===== config.mk =====
export PLATFORM = sky130hd
export DESIGN_NAME = tod_counter
export DESIGN_NICKNAME = d
export VERILOG_FILES = /design/src/rtl/tod_pkg.sv /design/src/rtl/tod_step_reg.sv /design/src/rtl/tod_advance.sv /design/src/rtl/tod_time_reg.sv /design/src/rtl/tod_snap_bank.sv /design/src/rtl/tod_counter.sv
export SDC_FILE = /design/constraint.sdc
export NUM_CORES = 1
export LEC_CHECK = 0
export ABC_AREA = 1
export CAP_MARGIN = 40
export CELL_PAD_IN_SITES_DETAIL_PLACEMENT = 1
export CELL_PAD_IN_SITES_GLOBAL_PLACEMENT = 1
export CORE_AREA = 4 4 264 266
export CTS_CLUSTER_SIZE = 20
export DETAILED_ROUTE_END_ITERATION = 8
export DIE_AREA = 0 0 268 270
export DONT_BUFFER_PORTS = 1
export PLACE_DENSITY_LB_ADDON = 0.1
export SYNTH_ARGS = -nofsm -noshare
export SYNTH_HDL_FRONTEND = slang
export SYNTH_SLANG_ARGS = --single-unit

===== constraint.sdc =====
create_clock -name clk -period 5.64 [get_ports clk]
set_input_delay 1.128 -clock clk [delete_from_list [all_inputs] [get_ports clk]]
set_output_delay 1.128 -clock clk [all_outputs]
set_load 0.01 [all_outputs]

===== src/rtl/tod_pkg.sv =====
package tod_pkg;
  localparam int unsigned NS_PER_SEC = 32'd1_000_000_000;

  typedef enum logic [1:0] {
    SNAP_SW = 2'd0,
    SNAP_HW = 2'd1,
    SNAP_RX = 2'd2,
    SNAP_TX = 2'd3
  } snap_idx_e;
endpackage


===== src/rtl/tod_step_reg.sv =====
module tod_step_reg #(
  parameter int STEP_W   = 8,
  parameter int FRAC_W   = 32,
  parameter int STEP_RST = 4
) (
  input  logic              clk,
  input  logic              rst_n,
  input  logic              wr,
  input  logic [STEP_W-1:0] int_in,
  input  logic [FRAC_W-1:0] frac_in,
  output logic [STEP_W-1:0] int_q,
  output logic [FRAC_W-1:0] frac_q
);
  always_ff @(posedge clk) begin
    if (!rst_n) begin
      int_q  <= STEP_W'(STEP_RST);
      frac_q <= '0;
    end else if (wr) begin
      int_q  <= int_in;
      frac_q <= frac_in;
    end
  end

  AST_STEP_HOLD: assert property (@(posedge clk) disable iff (!rst_n)
    !wr |=> ($stable(int_q) && $stable(frac_q)));
endmodule


===== src/rtl/tod_advance.sv =====
module tod_advance
  import tod_pkg::*;
#(
  parameter int SEC_W  = 48,
  parameter int NSEC_W = 30,
  parameter int FRAC_W = 32,
  parameter int STEP_W = 8
) (
  input  logic [SEC_W-1:0]  sec,
  input  logic [NSEC_W-1:0] nsec,
  input  logic [FRAC_W-1:0] frac,
  input  logic [STEP_W-1:0] step_int,
  input  logic [FRAC_W-1:0] step_frac,
  output logic [SEC_W-1:0]  nx_sec,
  output logic [NSEC_W-1:0] nx_nsec,
  output logic [FRAC_W-1:0] nx_frac,
  output logic              rollover
);
  localparam int NSUM_W = NSEC_W + 1;
  localparam logic [NSUM_W-1:0] WRAP = NSUM_W'(NS_PER_SEC);

  logic [FRAC_W:0]   frac_sum;
  logic              ns_carry;
  logic [NSUM_W-1:0] ns_sum;

  always_comb begin
    frac_sum = {1'b0, frac} + {1'b0, step_frac};
    ns_carry = frac_sum[FRAC_W];
    nx_frac  = frac_sum[FRAC_W-1:0];
    ns_sum   = {1'b0, nsec} + NSUM_W'(step_int) + NSUM_W'(ns_carry);
    rollover = (ns_sum >= WRAP);
    if (rollover) begin
      nx_nsec = NSEC_W'(ns_sum - WRAP);
      nx_sec  = sec + SEC_W'(1);
    end else begin
      nx_nsec = ns_sum[NSEC_W-1:0];
      nx_sec  = sec;
    end
  end
endmodule


===== src/rtl/tod_time_reg.sv =====
module tod_time_reg
  import tod_pkg::*;
#(
  parameter int SEC_W  = 48,
  parameter int NSEC_W = 30,
  parameter int FRAC_W = 32
) (
  input  logic              clk,
  input  logic              rst_n,
  input  logic              run_en,
  input  logic              load_stb,
  input  logic [SEC_W-1:0]  load_sec,
  input  logic [NSEC_W-1:0] load_nsec,
  input  logic [SEC_W-1:0]  nx_sec,
  input  logic [NSEC_W-1:0] nx_nsec,
  input  logic [FRAC_W-1:0] nx_frac,
  input  logic              rollover,
  output logic [SEC_W-1:0]  sec,
  output logic [NSEC_W-1:0] nsec,
  output logic [FRAC_W-1:0] frac,
  output logic              tick
);
  localparam logic [NSEC_W-1:0] NSEC_TOP = NSEC_W'(NS_PER_SEC - 1);

  logic [NSEC_W-1:0] load_nsec_sat;

  always_comb begin
    load_nsec_sat = (load_nsec > NSEC_TOP) ? NSEC_TOP : load_nsec;
  end

  always_ff @(posedge clk) begin
    if (!rst_n) begin
      sec  <= '0;
      nsec <= '0;
      frac <= '0;
      tick <= 1'b0;
    end else if (load_stb) begin
      sec  <= load_sec;
      nsec <= load_nsec_sat;
      frac <= '0;
      tick <= 1'b0;
    end else if (run_en) begin
      sec  <= nx_sec;
      nsec <= nx_nsec;
      frac <= nx_frac;
      tick <= rollover;
    end else begin
      tick <= 1'b0;
    end
  end

  AST_NSEC_RANGE: assert property (@(posedge clk) disable iff (!rst_n)
    (32'(nsec) < NS_PER_SEC));
  AST_TICK_SINGLE: assert property (@(posedge clk) disable iff (!rst_n)
    tick |=> !tick);
  AST_TICK_ADDS_SEC: assert property (@(posedge clk) disable iff (!rst_n)
    tick |-> (sec == $past(sec) + SEC_W'(1)));
  AST_LOAD_CLEAN: assert property (@(posedge clk) disable iff (!rst_n)
    load_stb |=> (frac == '0 && !tick));
  AST_IDLE_HOLD: assert property (@(posedge clk) disable iff (!rst_n)
    (!run_en && !load_stb) |=> ($stable(sec) && $stable(nsec) && $stable(frac) && !tick));
endmodule


===== src/rtl/tod_snap_bank.sv =====
module tod_snap_bank #(
  parameter int SEC_W  = 48,
  parameter int NSEC_W = 30,
  parameter int FRAC_W = 32
) (
  input  logic              clk,
  input  logic              rst_n,
  input  logic              stb,
  input  logic [SEC_W-1:0]  sec,
  input  logic [NSEC_W-1:0] nsec,
  input  logic [FRAC_W-1:0] frac,
  output logic [SEC_W-1:0]  q_sec,
  output logic [NSEC_W-1:0] q_nsec,
  output logic [FRAC_W-1:0] q_frac
);
  always_ff @(posedge clk) begin
    if (!rst_n) begin
      q_sec  <= '0;
      q_nsec <= '0;
      q_frac <= '0;
    end else if (stb) begin
      q_sec  <= sec;
      q_nsec <= nsec;
      q_frac <= frac;
    end
  end

  AST_SNAP_TAKE: assert property (@(posedge clk) disable iff (!rst_n)
    stb |=> (q_sec == $past(sec) && q_nsec == $past(nsec) && q_frac == $past(frac)));
  AST_SNAP_KEEP: assert property (@(posedge clk) disable iff (!rst_n)
    !stb |=> ($stable(q_sec) && $stable(q_nsec) && $stable(q_frac)));
endmodule


===== src/rtl/tod_counter.sv =====
module tod_counter #(
  parameter int SEC_W    = 48,
  parameter int NSEC_W   = 30,
  parameter int FRAC_W   = 32,
  parameter int STEP_W   = 8,
  parameter int STEP_RST = 4,
  parameter int NUM_SNAP = 4
) (
  input  logic                       clk,
  input  logic                       rst_n,
  input  logic                       run_en,
  input  logic                       step_wr,
  input  logic [STEP_W-1:0]          step_int,
  input  logic [FRAC_W-1:0]          step_frac,
  input  logic                       load_stb,
  input  logic [SEC_W-1:0]           load_sec,
  input  logic [NSEC_W-1:0]          load_nsec,
  input  logic [NUM_SNAP-1:0]        snap_stb,
  output logic [SEC_W-1:0]           now_sec,
  output logic [NSEC_W-1:0]          now_nsec,
  output logic [FRAC_W-1:0]          now_frac,
  output logic [NUM_SNAP*SEC_W-1:0]  snap_sec,
  output logic [NUM_SNAP*NSEC_W-1:0] snap_nsec,
  output logic [NUM_SNAP*FRAC_W-1:0] snap_frac,
  output logic                       sec_tick
);
  logic [STEP_W-1:0] cur_int;
  logic [FRAC_W-1:0] cur_frac;
  logic [SEC_W-1:0]  nx_sec;
  logic [NSEC_W-1:0] nx_nsec;
  logic [FRAC_W-1:0] nx_frac;
  logic              rollover;

  tod_step_reg #(.STEP_W(STEP_W), .FRAC_W(FRAC_W), .STEP_RST(STEP_RST)) u_step (
    .clk(clk), .rst_n(rst_n), .wr(step_wr),
    .int_in(step_int), .frac_in(step_frac),
    .int_q(cur_int), .frac_q(cur_frac)
  );

  tod_advance #(.SEC_W(SEC_W), .NSEC_W(NSEC_W), .FRAC_W(FRAC_W), .STEP_W(STEP_W)) u_adv (
    .sec(now_sec), .nsec(now_nsec), .frac(now_frac),
    .step_int(cur_int), .step_frac(cur_frac),
    .nx_sec(nx_sec), .nx_nsec(nx_nsec), .nx_frac(nx_frac), .rollover(rollover)
  );

  tod_time_reg #(.SEC_W(SEC_W), .NSEC_W(NSEC_W), .FRAC_W(FRAC_W)) u_time (
    .clk(clk), .rst_n(rst_n), .run_en(run_en), .load_stb(load_stb),
    .load_sec(load_sec), .load_nsec(load_nsec),
    .nx_sec(nx_sec), .nx_nsec(nx_nsec), .nx_frac(nx_frac), .rollover(rollover),
    .sec(now_sec), .nsec(now_nsec), .frac(now_frac), .tick(sec_tick)
  );

  for (genvar g = 0; g < NUM_SNAP; g++) begin : g_bank
    tod_snap_bank #(.SEC_W(SEC_W), .NSEC_W(NSEC_W), .FRAC_W(FRAC_W)) u_bank (
      .clk(clk), .rst_n(rst_n), .stb(snap_stb[g]),
      .sec(now_sec), .nsec(now_nsec), .frac(now_frac),
      .q_sec(snap_sec[g*SEC_W +: SEC_W]),
      .q_nsec(snap_nsec[g*NSEC_W +: NSEC_W]),
      .q_frac(snap_frac[g*FRAC_W +: FRAC_W])
    );
  end
endmodule


# Word-level counts from Yosys, hierarchy flattened
# Cells that the tools add are included.
[op_classes]
addsub = 5
n_mul = 0
n_div = 0
order_cmp = 2
eq_ne = 0
n_shift = 0
muxes = 7
bitwise_logic = 2
n_reduce_logical = 5
[op_table]
columns = ["cell", "n"]
rows = [
  ["$mux 48", 3],
  ["$mux 30", 4],
  ["$add 48x1->48 const B", 1],
  ["$add 32x32->33", 1],
  ["$add 30x8->31", 1],
  ["$add 31x1->31", 1],
  ["$ge 31x30->1 const B", 1],
  ["$gt 30x30->1 const B", 1],
  ["$sub 30x30->30 const B", 1],
  ["$reduce_bool 2->1", 2],
  ["$reduce_or 3->1", 1],
  ["$not 1->1", 2],
  ["$reduce_and 2->1", 1],
  ["$reduce_or 2->1", 1],
]
[word_totals]
register_bits = 591
latch_bits = 0
ramBits = 0
rom_bits = 0
in_bits = 127
wordCells = 39
mem_count = 0

# Depth between registers and ports, before layout
# Gate-level depths: netlist of run 1.
[logic_depth]
ltp_word = 6
depth_mapped = 37
ltp_nobuf = 35

# Modules after synthesis
# Synthesis of run 1 repeated with hierarchy kept, for this count alone.
[hier_totals]
hier_cells = 4960
hier_area_um2 = 30724.5
[by_module_without_submodules]
columns = ["mod", "instances", "cells_per_inst", "area_per_inst_um2", "seq_area_each_um2"]
rows = [
  ["tod_snap_bank", 4, 696, 4510.6, 2202.1],
  ["tod_advance", 1, 1165, 5958.2, 0.0],
  ["tod_time_reg", 1, 759, 5068.6, 2222.1],
  ["tod_step_reg", 1, 252, 1655.3, 800.8],
]

# Worst setup path after synthesis of run 1
# Ideal clock, no wire load.
[synth_path]
kind = "register to register"
start = "reg u_time.frac[0]"
end = "reg u_time.sec[25]"
setup_time_ns = 0.116
t_arrival_ns = 4.746
required_time_ns = 5.524
slack_ns = 0.778
stages_incl_launch_ff = 36
n_path_buf = 2
period_less_slack_ns = 4.862
cell_sequence = "dfxtp_1 ha_1 fa_1 nand3_1 nand2_1 a21oi_1 o21ai_0 nand3_1 nand3_1 nand2_1 o211ai_1 a21oi_1 nor3_1 a211oi_1 fa_1 inv_1 fa_1 nand3_1 nand3_2 nand2_1 nand2_1 ha_1 inv_1 nand2_1 nand2_1 nand2_1 inv_2 nand3_2 nand3_2 nand2_2 nand2_4 inv_2 buf_6 buf_6 nor2_1 nor2_1"
[synth_between]
elab_chain_len = 5
[synth_rtl]
columns = ["item", "line", "source"]
rows = [
  ["start: declaration", "tod_time_reg.sv:20", "output logic [FRAC_W-1:0] frac,"],
  ["start signal: assignment", "tod_time_reg.sv:45", "frac <= nx_frac;"],
  ["$add 32x32->33", "tod_advance.sv:27", "frac_sum = {1'b0, frac} + {1'b0, step_frac};"],
  ["$add 31x1->31", "tod_advance.sv:30", "ns_sum = {1'b0, nsec} + NSUM_W'(step_int) + NSUM_W'(ns_carry);"],
  ["$ge 31x30->1", "tod_advance.sv:31", "rollover = (ns_sum >= WRAP);"],
  ["$reduce_bool 2->1 (no source line)", "-", ""],
  ["$reduce_and 2->1 (no source line)", "-", ""],
  ["end signal: assignment", "tod_time_reg.sv:38", "sec <= load_sec;"],
  ["end signal: assignment", "tod_time_reg.sv:43", "sec <= nx_sec;"],
  ["end: declaration", "tod_time_reg.sv:18", "output logic [SEC_W-1:0] sec,"],
]
# No other way between the ends.
# A chain may end at the register's enable or synchronous reset.

# Final worst setup path of run 1
[layout_path]
start = "reg u_time.frac[0]"
end = "reg u_time.sec[21]"
# Same word-level chain as after synthesis.

==> results of run 1 <==
-- layout make-up --
| class | instances | area share, % |
|---|---|---|
| clock inverters | 28 | 1.278 |
| well taps | 873 | 3.821 |
| multi-input cells | 2348 | 41.01 |
| clock buffers | 96 | 7.103 |
| inverters | 249 | 3.278 |
| repair buffers | 55 | 1.996 |
| diodes | 14 | 0.1225 |
| flip-flops and latches | 591 | 41.39 |
-- kinds of logic after synthesis --
| group | Yosys count | share of synthesized area [%] |
|---|---|---|
| AND/OR/NAND/NOR | 1112 | 18.32 |
| AO/OA/AOI/OAI | 1109 | 22.63 |
| adder cells (fa/ha/maj) | 44 | 2.268 |
| XOR/XNOR | 72 | 2.496 |
| multiplexers | 11 | 0.4358 |
| buffers and inverters | 459 | 7.031 |
| flip-flops | 591 | 46.82 |
-- per-stage QoR --
stage,TNS (ns),cells,cell area [µm²],util (%)
floorplan,0,3398,25270,-
global placement,0,4107,25880,38.60
detailed placement,-3.333,4112,26000,38.79
CTS,0,4236,28400,42.37
global route,0,4252,28580,42.64
finish,0,4254,28590,42.64
-- worst max-delay path by stage --
stage	end	startpoint
global placement	u_time.sec[30]	u_time.frac[0]
global route	u_time.sec[39]	u_time.frac[0]
CTS	u_time.sec[30]	u_time.frac[0]
floorplan	u_time.sec[25]	u_time.frac[0]
detailed placement	u_time.sec[21]	u_time.frac[0]
finish	u_time.sec[21]	u_time.frac[0]
-- layout by cell type (no fill, tap or decap), types with 44 or more instances in the layout --
cell,synthesis,routed
o21ai_0,579,577
a21oi_1,464,461
dfxtp_1,591,590
nor2_1,427,426
xor2_1,57,57
nand3_1,101,100
inv_1,233,232
clkbuf_16,0,72
nand2_1,463,458
buf_4,0,44
-- routing by layer --
metal | vias up | global-route usage [%]
met5 | - | 0
li1 | 11230 | -
met4 | 10 | 11.59
met2 | 722 | 49.49
met1 | 11930 | 32.82
met3 | 208 | 8.336
-- critical path: cells and delay by family, from the launching register on --
| family | cells | cell delay, ns |
|---|---|---|
| DFF | 1 | 0.32 |
| adders and majority gates | 4 | 1.23 |
| and+or+nand+nor | 22 | 2.25 |
| buffers and inverters | 3 | 0.36 |
| AOI/OAI and AO/OA | 6 | 0.99 |
-- state kept, by name, indices dropped and copies added, names as in the netlist --
register / cells
g_bank.u_bank.q_sec: 192
g_bank.u_bank.q_frac: 128
g_bank.u_bank.q_nsec: 120
u_time.sec: 48
u_step.frac_q: 32
u_time.frac: 32
u_time.nsec: 30
u_step.int_q: 8
u_time.tick: 1
-- Yosys cell counts, types with 2 or more instances --
master	instances
dfxtp_1	591
o21ai_0	579
a21oi_1	464
nand2_1	463
nor2_1	427
inv_1	233
clkbuf_1	180
nand3_1	101
xor2_1	57
ha_1	41
nor3_1	34
nand4_1	30
buf_1	17
a31oi_1	16
nor4_1	15
xnor2_1	15
a21oi_2	13
mux2i_1	11
clkinv_1	10
nand2_2	8
buf_2	7
nand3_2	7
nor2_2	7
o211ai_1	7
buf_6	6
inv_2	6
o21bai_1	5
a21o_1	4
nand3b_1	4
nor2_4	4
o31ai_1	4
or2_2	4
fa_1	3
o21a_1	3
o221ai_1	3
a21boi_0	2
a22oi_1	2
nor3_2	2
nor3b_1	2
-- power groups by stage --
stage	Combinational, µW	Sequential [µW]	Clock, µW
floorplan	701	4790	0
global placement	831	4920	0
detailed placement	873	4930	0
CTS	883	4840	4810
global route	1010	4860	5000
finish	892	4840	4710
-- repair_timing --
item,in CTS,in global routing
gates resized for setup,1,32
setup endpoints to repair,52,70
pin swaps,0,10
setup buffers,0,3
cloned,0,1
==> flow_metrics.tcl, run 1 <==
set metrics [dict create \
    swShare_pct 27.84 \
    cts_tree "yes" \
    crit_type "register to register" \
    period_minus_slack_ns 5.261 \
    fin_ws_ns 0.3787 \
    vias 24100 \
    slowest_delay_ns 0.40 \
    rrSetupSlack_ns 0.38 \
    post-route-period-util_pct 93.29 \
    die_y_um 270 \
    via_per_inst 5.665 \
    syn_nets 3569 \
    drtAntennaViolNets 0 \
    reg2reg_depth 35 \
    rsz0062_at_grt "false" \
    gp_congestion 0.9574 \
    dr_wl_met3_um 8356 \
    cts.reportedPaths.clkPinSlew_ns 0.06 \
    drt-initial-drc-count 1634 \
    internal_power_uw 7531 \
    routedWlPerCell_um 25.52 \
    p_leak_uw 0.01187 \
    pre_cts_ws_ns -0.1179 \
    synthFlopType "dfxtp_1" \
    dieArea_mm2 0.07236 \
    wl_met2_um 53000 \
    wl_met1_um 42730 \
    fin_worst_hold_slack_ns 0.4937 \
    required_ns 6.12 \
    critPathMaxFanout 22 \
    syn-cell-area_mm2 0.02527 \
    numCtsBuffers 69 \
    min_path_cells 2 \
    worstSetupEndpointType "register" \
    clock_latency_ns 0.61 \
    coreArea_mm2 0.06704 \
    drive_gt1_share_pct 7.187 \
    syn_inst 3398 \
    fill_cells 8200 \
    nets 3485 \
    dp_hpwl_um 78590 \
    cp.arrival_ns 5.75 \
    ir_drop_mv 0.1936 \
    groute.usage.overall_pct 28.52 \
    synth-seq-cells 591 \
    clockBufferDepth 3 \
    seqPwrFrac_pct 46.3 \
    gr-total-overflow 0 \
    hold_viol_final 0 \
    drv_slew 110 \
    max_freq_mhz 190.1 \
    syn_area_per_cell_um2 7.436 \
    clkSinkCount 591 \
    yosys.area.top_type "dfxtp_1" \
    max_cap_violations 0 \
    ys_types 50 \
    totalWireLength_um 108600 \
    seq_area_mm2 0.01183 \
    num_rows 95 \
    p_total_uw 10440 \
    synth_warnings 0 \
    ys_seq_area_share_pct 46.82 \
    synthArstFlopShare_pct 0 \
    multiInputGateArea_mm2 0.01173 \
    ios 678 \
    grt_antenna_before_repair 18 \
    p_switching_uw 2906 \
    worstHoldStart "u_step.int_q[0]" \
    grt_pass1_vias 24070 \
    critPathLaunchType "register" \
    finalClockSkew_ns 0.02315 \
    synth.area.top_cells "dfxtp_1 47%, o21ai_0 11%, a21oi_1 9.2%" \
    p_per_area_mw_per_mm2 365.1 \
    p_comb_share_pct 8.5 \
    crit_top_cell "nand2_1" \
    synth_edf_count 0 \
    finalSetupViolations 0 \
    syn2layout_area_growth_pct 13.14 \
    port_buffers 0 \
    outcome "complete, but fails checks" \
    initial_core_util_pct 37.69 \
    holdBufCountCts 0 \
    cpMaxStageDelayCell "fa_2" \
    routed.top_layer "met5" \
    slew-limit-headroom_pct -7.853 \
    firstDrtPassIters 5 \
    clock-root-buffer "clkbuf_16" \
    worstMarginPinSlew_ns 1.618 \
    drc 0 \
    violations "max-slew violations" \
    whs_endpoint "u_step.int_q[0]" \
    r2r_start "u_time.frac[0]" \
    r2r_end "u_time.sec[21]" \
    synth_top_area_share_pct 46.82 \
    hp-class "register to register" \
    die_w_um 268 \
    grt_pass1_wl_um 159300 \
    clockPowerShare_pct 45.1 \
    grt_max_degree 525 \
    cts_max_level 3 \
]
Note: power is estimated with default switching activity, not from simulation.
==> run 2: changes to the inputs <==
--- a/config.mk
+++ b/config.mk
@@ -9,10 +9,10 @@
 export CAP_MARGIN = 40
 export CELL_PAD_IN_SITES_DETAIL_PLACEMENT = 1
 export CELL_PAD_IN_SITES_GLOBAL_PLACEMENT = 1
-export CORE_AREA = 4 4 264 266
+export CORE_AREA = 2 2 262 264
 export CTS_CLUSTER_SIZE = 20
 export DETAILED_ROUTE_END_ITERATION = 8
-export DIE_AREA = 0 0 268 270
+export DIE_AREA = 0 0 264 266
 export DONT_BUFFER_PORTS = 1
 export PLACE_DENSITY_LB_ADDON = 0.1
 export SYNTH_ARGS = -nofsm -noshare
==> run 2 against run 1 <==
Against the previous run: the run still ends with max-slew violations left; worst setup slack worse by 0.0090 ns; clock power is essentially flat; non-clock buffer count increased by 15; highest routed layer unchanged; sequential power about the same; largest cell class unchanged; flip-flop and latch count stayed put; via count barely moved; clock-buffer cell count grew 4; routed wire length up 1.5%.
==> flow_metrics.tcl, run 2 (same netlist as run 1, synthesis figures left out) <==
set metrics [dict create \
    period_minus_slack_ns 5.270 \
    post-route-period-util_pct 93.45 \
    via_per_inst 5.644 \
    gr-total-overflow 0 \
    die_y_um 266 \
    drtAntennaViolNets 0 \
    ir_drop_mv 0.2253 \
    slowest_delay_ns 0.40 \
    p_leak_uw 0.01191 \
    p_switching_uw 2879 \
    cpMaxStageDelayCell "fa_2" \
    top_register "g_bank.u_bank.q_sec" \
    largest_reg_flops 192 \
    required_ns 6.13 \
    clockBufferDepth 3 \
    vias 24080 \
    nets 3499 \
    port_buffers 0 \
    drv_slew 15 \
    clock_latency_ns 0.63 \
    cts_max_level 3 \
    cp-startpoint "u_time.frac[0]" \
    die_w_um 264 \
    crit_type "register to register" \
    drt-initial-drc-count 1573 \
    outcome "complete, but fails checks" \
    ios 678 \
    internal_power_uw 7575 \
    cp-endpoint "u_time.sec[34]" \
    critPathMaxFanout 19 \
    max_cap_violations 0 \
    rrSetupSlack_ns 0.37 \
    max_freq_mhz 189.7 \
    coreArea_mm2 0.06775 \
    numCtsBuffers 68 \
    placed_area_mm2 0.02605 \
    finalSetupViolations 0 \
    top_regs "g_bank.u_bank.q_sec: 192 flops, g_bank.u_bank.q_frac: 128 flops, g_bank.u_bank.q_nsec: 120 flops" \
    initial_core_util_pct 37.30 \
    cts.reportedPaths.clkPinSlew_ns 0.06 \
    slew-limit-headroom_pct -0.4087 \
    grt_pass1_vias 23800 \
    cts_tree "yes" \
    hold_viol_final 0 \
    grt_max_degree 525 \
    critPathBufInv 2 \
    cp.depth 33 \
    syn2layout_area_growth_pct 13.49 \
    mostFrequentLayoutCells "591 x dfxtp_1, 578 x o21ai_0, 461 x a21oi_1, 452 x nand2_1, 424 x nor2_1" \
    worstMarginPinSlew_ns 1.506 \
    num_rows 96 \
    violations "max-slew violations" \
    clockPowerShare_pct 45.0 \
    final_common_cell "dfxtp_1" \
    dp_hpwl_um 78840 \
    grt_pass1_wl_um 160500 \
    firstDrtPassIters 7 \
    grt_antenna_before_repair 14 \
    drive_gt1_share_pct 7.635 \
    routedWlPerCell_um 25.82 \
    reg2reg_depth 33 \
    critPathLaunchType "register" \
    cp.arrival_ns 5.76 \
    p_comb_share_pct 8.8 \
    finalClockSkew_ns 0.03261 \
    gp_congestion 0.9600 \
    worstSetupEndpointType "register" \
    groute.usage.overall_pct 30.05 \
    totalWireLength_um 110200 \
    drc 0 \
    fin_ws_ns 0.3697 \
    cp_top_family "simple AND/OR/NAND/NOR gates" \
    pre_cts_ws_ns -0.1380 \
    hp-class "register to register" \
    dieArea_mm2 0.07022 \
    r2r_start "u_time.frac[0]" \
    final_area_mm2 0.02868 \
    r2r_end "u_time.sec[34]" \
    clock-root-buffer "clkbuf_16" \
    swShare_pct 27.54 \
    p_per_area_mw_per_mm2 364.6 \
    clkSinkCount 591 \
    seqPwrFrac_pct 46.3 \
]
run 2: cell types whose count changed in the layout (fill, tap and decap cells not counted), sizes merged:
cell      before  now
buf           54   69
diode         14    5
inv          245  238
clkinv        26   21
clkbuf        97  101
clkinvlp       1    5
bufinv         5    6
run 2: how the worst min path moves through the flow:
| stage | startpoint | end | slack, ns | cells past startpoint |
|---|---|---|---|---|
| finish | u_step.int_q[2] | u_step.int_q[2] | 0.49 | 2 |
| global route | u_step.int_q[2] | u_step.int_q[2] | 0.52 | 2 |
| detailed placement | u_step.int_q[2] | u_step.int_q[2] | 0.48 | 2 |
| global placement | u_step.frac_q[11] | u_step.frac_q[11] | 0.48 | 2 |
| floorplan | u_step.int_q[2] | u_step.int_q[2] | 0.43 | 2 |
| CTS | u_step.int_q[2] | u_step.int_q[2] | 0.50 | 2 |
run 2: metal layers:
metal / global-route usage, % / wire length [µm] / vias to the layer above
li1: - / - / 11220
met1: 35.22 / 43870 / 11910
met2: 52.32 / 53900 / 720
met3: 8.734 / 8496 / 206
met4: 10.32 / 3770 / 18
met5: 0 / 125 / -
run 2: cell type report:
type	instances	area, µm²
repair buffers	70	623.1
multi-input cells	2348	11790
flip-flops and latches	591	11830
clock inverters	21	305.3
well taps	882	1104
fillers	8236	39070
diodes	5	12.51
clock buffers	100	2067
inverters	249	947.2
run 2: timing repair:
action                                  CTS  global route
cloned                                    1             1
setup buffers                             0             6
endpoints found under the setup margin   42            67
pin swaps                                 0            12
resized for setup                         3            38
hold buffers                              0             0
run 2: through the flow:
| stage | TNS (ns) | power [µW] | util (%) | instances | hold slack [ns] |
|---|---|---|---|---|---|
| 2_1_floorplan | 0 | 5491 | - | 3398 | 0.4329 |
| 3_3_place_gp | 0 | 5780 | 38.39 | 4130 | 0.4847 |
| 3_5_place_dp | -3.303 | 5818 | 38.45 | 4132 | 0.4842 |
| 6_report | 0 | 10450 | 42.33 | 4266 | 0.4924 |
| 5_1_grt | -0.4179 | 10840 | 42.33 | 4265 | 0.5201 |
| 4_1_cts | 0 | 10520 | 42.02 | 4254 | 0.4961 |
run 2: worst register-to-register path: cells and delay by family, from the launching register on:
| family | cells | cell delay (ns) |
|---|---|---|
| adder cells (fa/ha/maj) | 4 | 1.23 |
| AO/OA/AOI/OAI | 7 | 1.35 |
| flip-flops | 1 | 0.33 |
| buffers and inverters | 2 | 0.29 |
| AND/OR/NAND/NOR | 20 | 1.96 |
run 2: power groups by stage:
| stage | Combinational (µW) | Sequential, µW | Clock [µW] |
|---|---|---|---|
| CTS | 908 | 4830 | 4780 |
| floorplan | 701 | 4790 | 0 |
| global route | 1030 | 4850 | 4960 |
| global placement | 861 | 4920 | 0 |
| detailed placement | 893 | 4920 | 0 |
| finish | 916 | 4840 | 4700 |
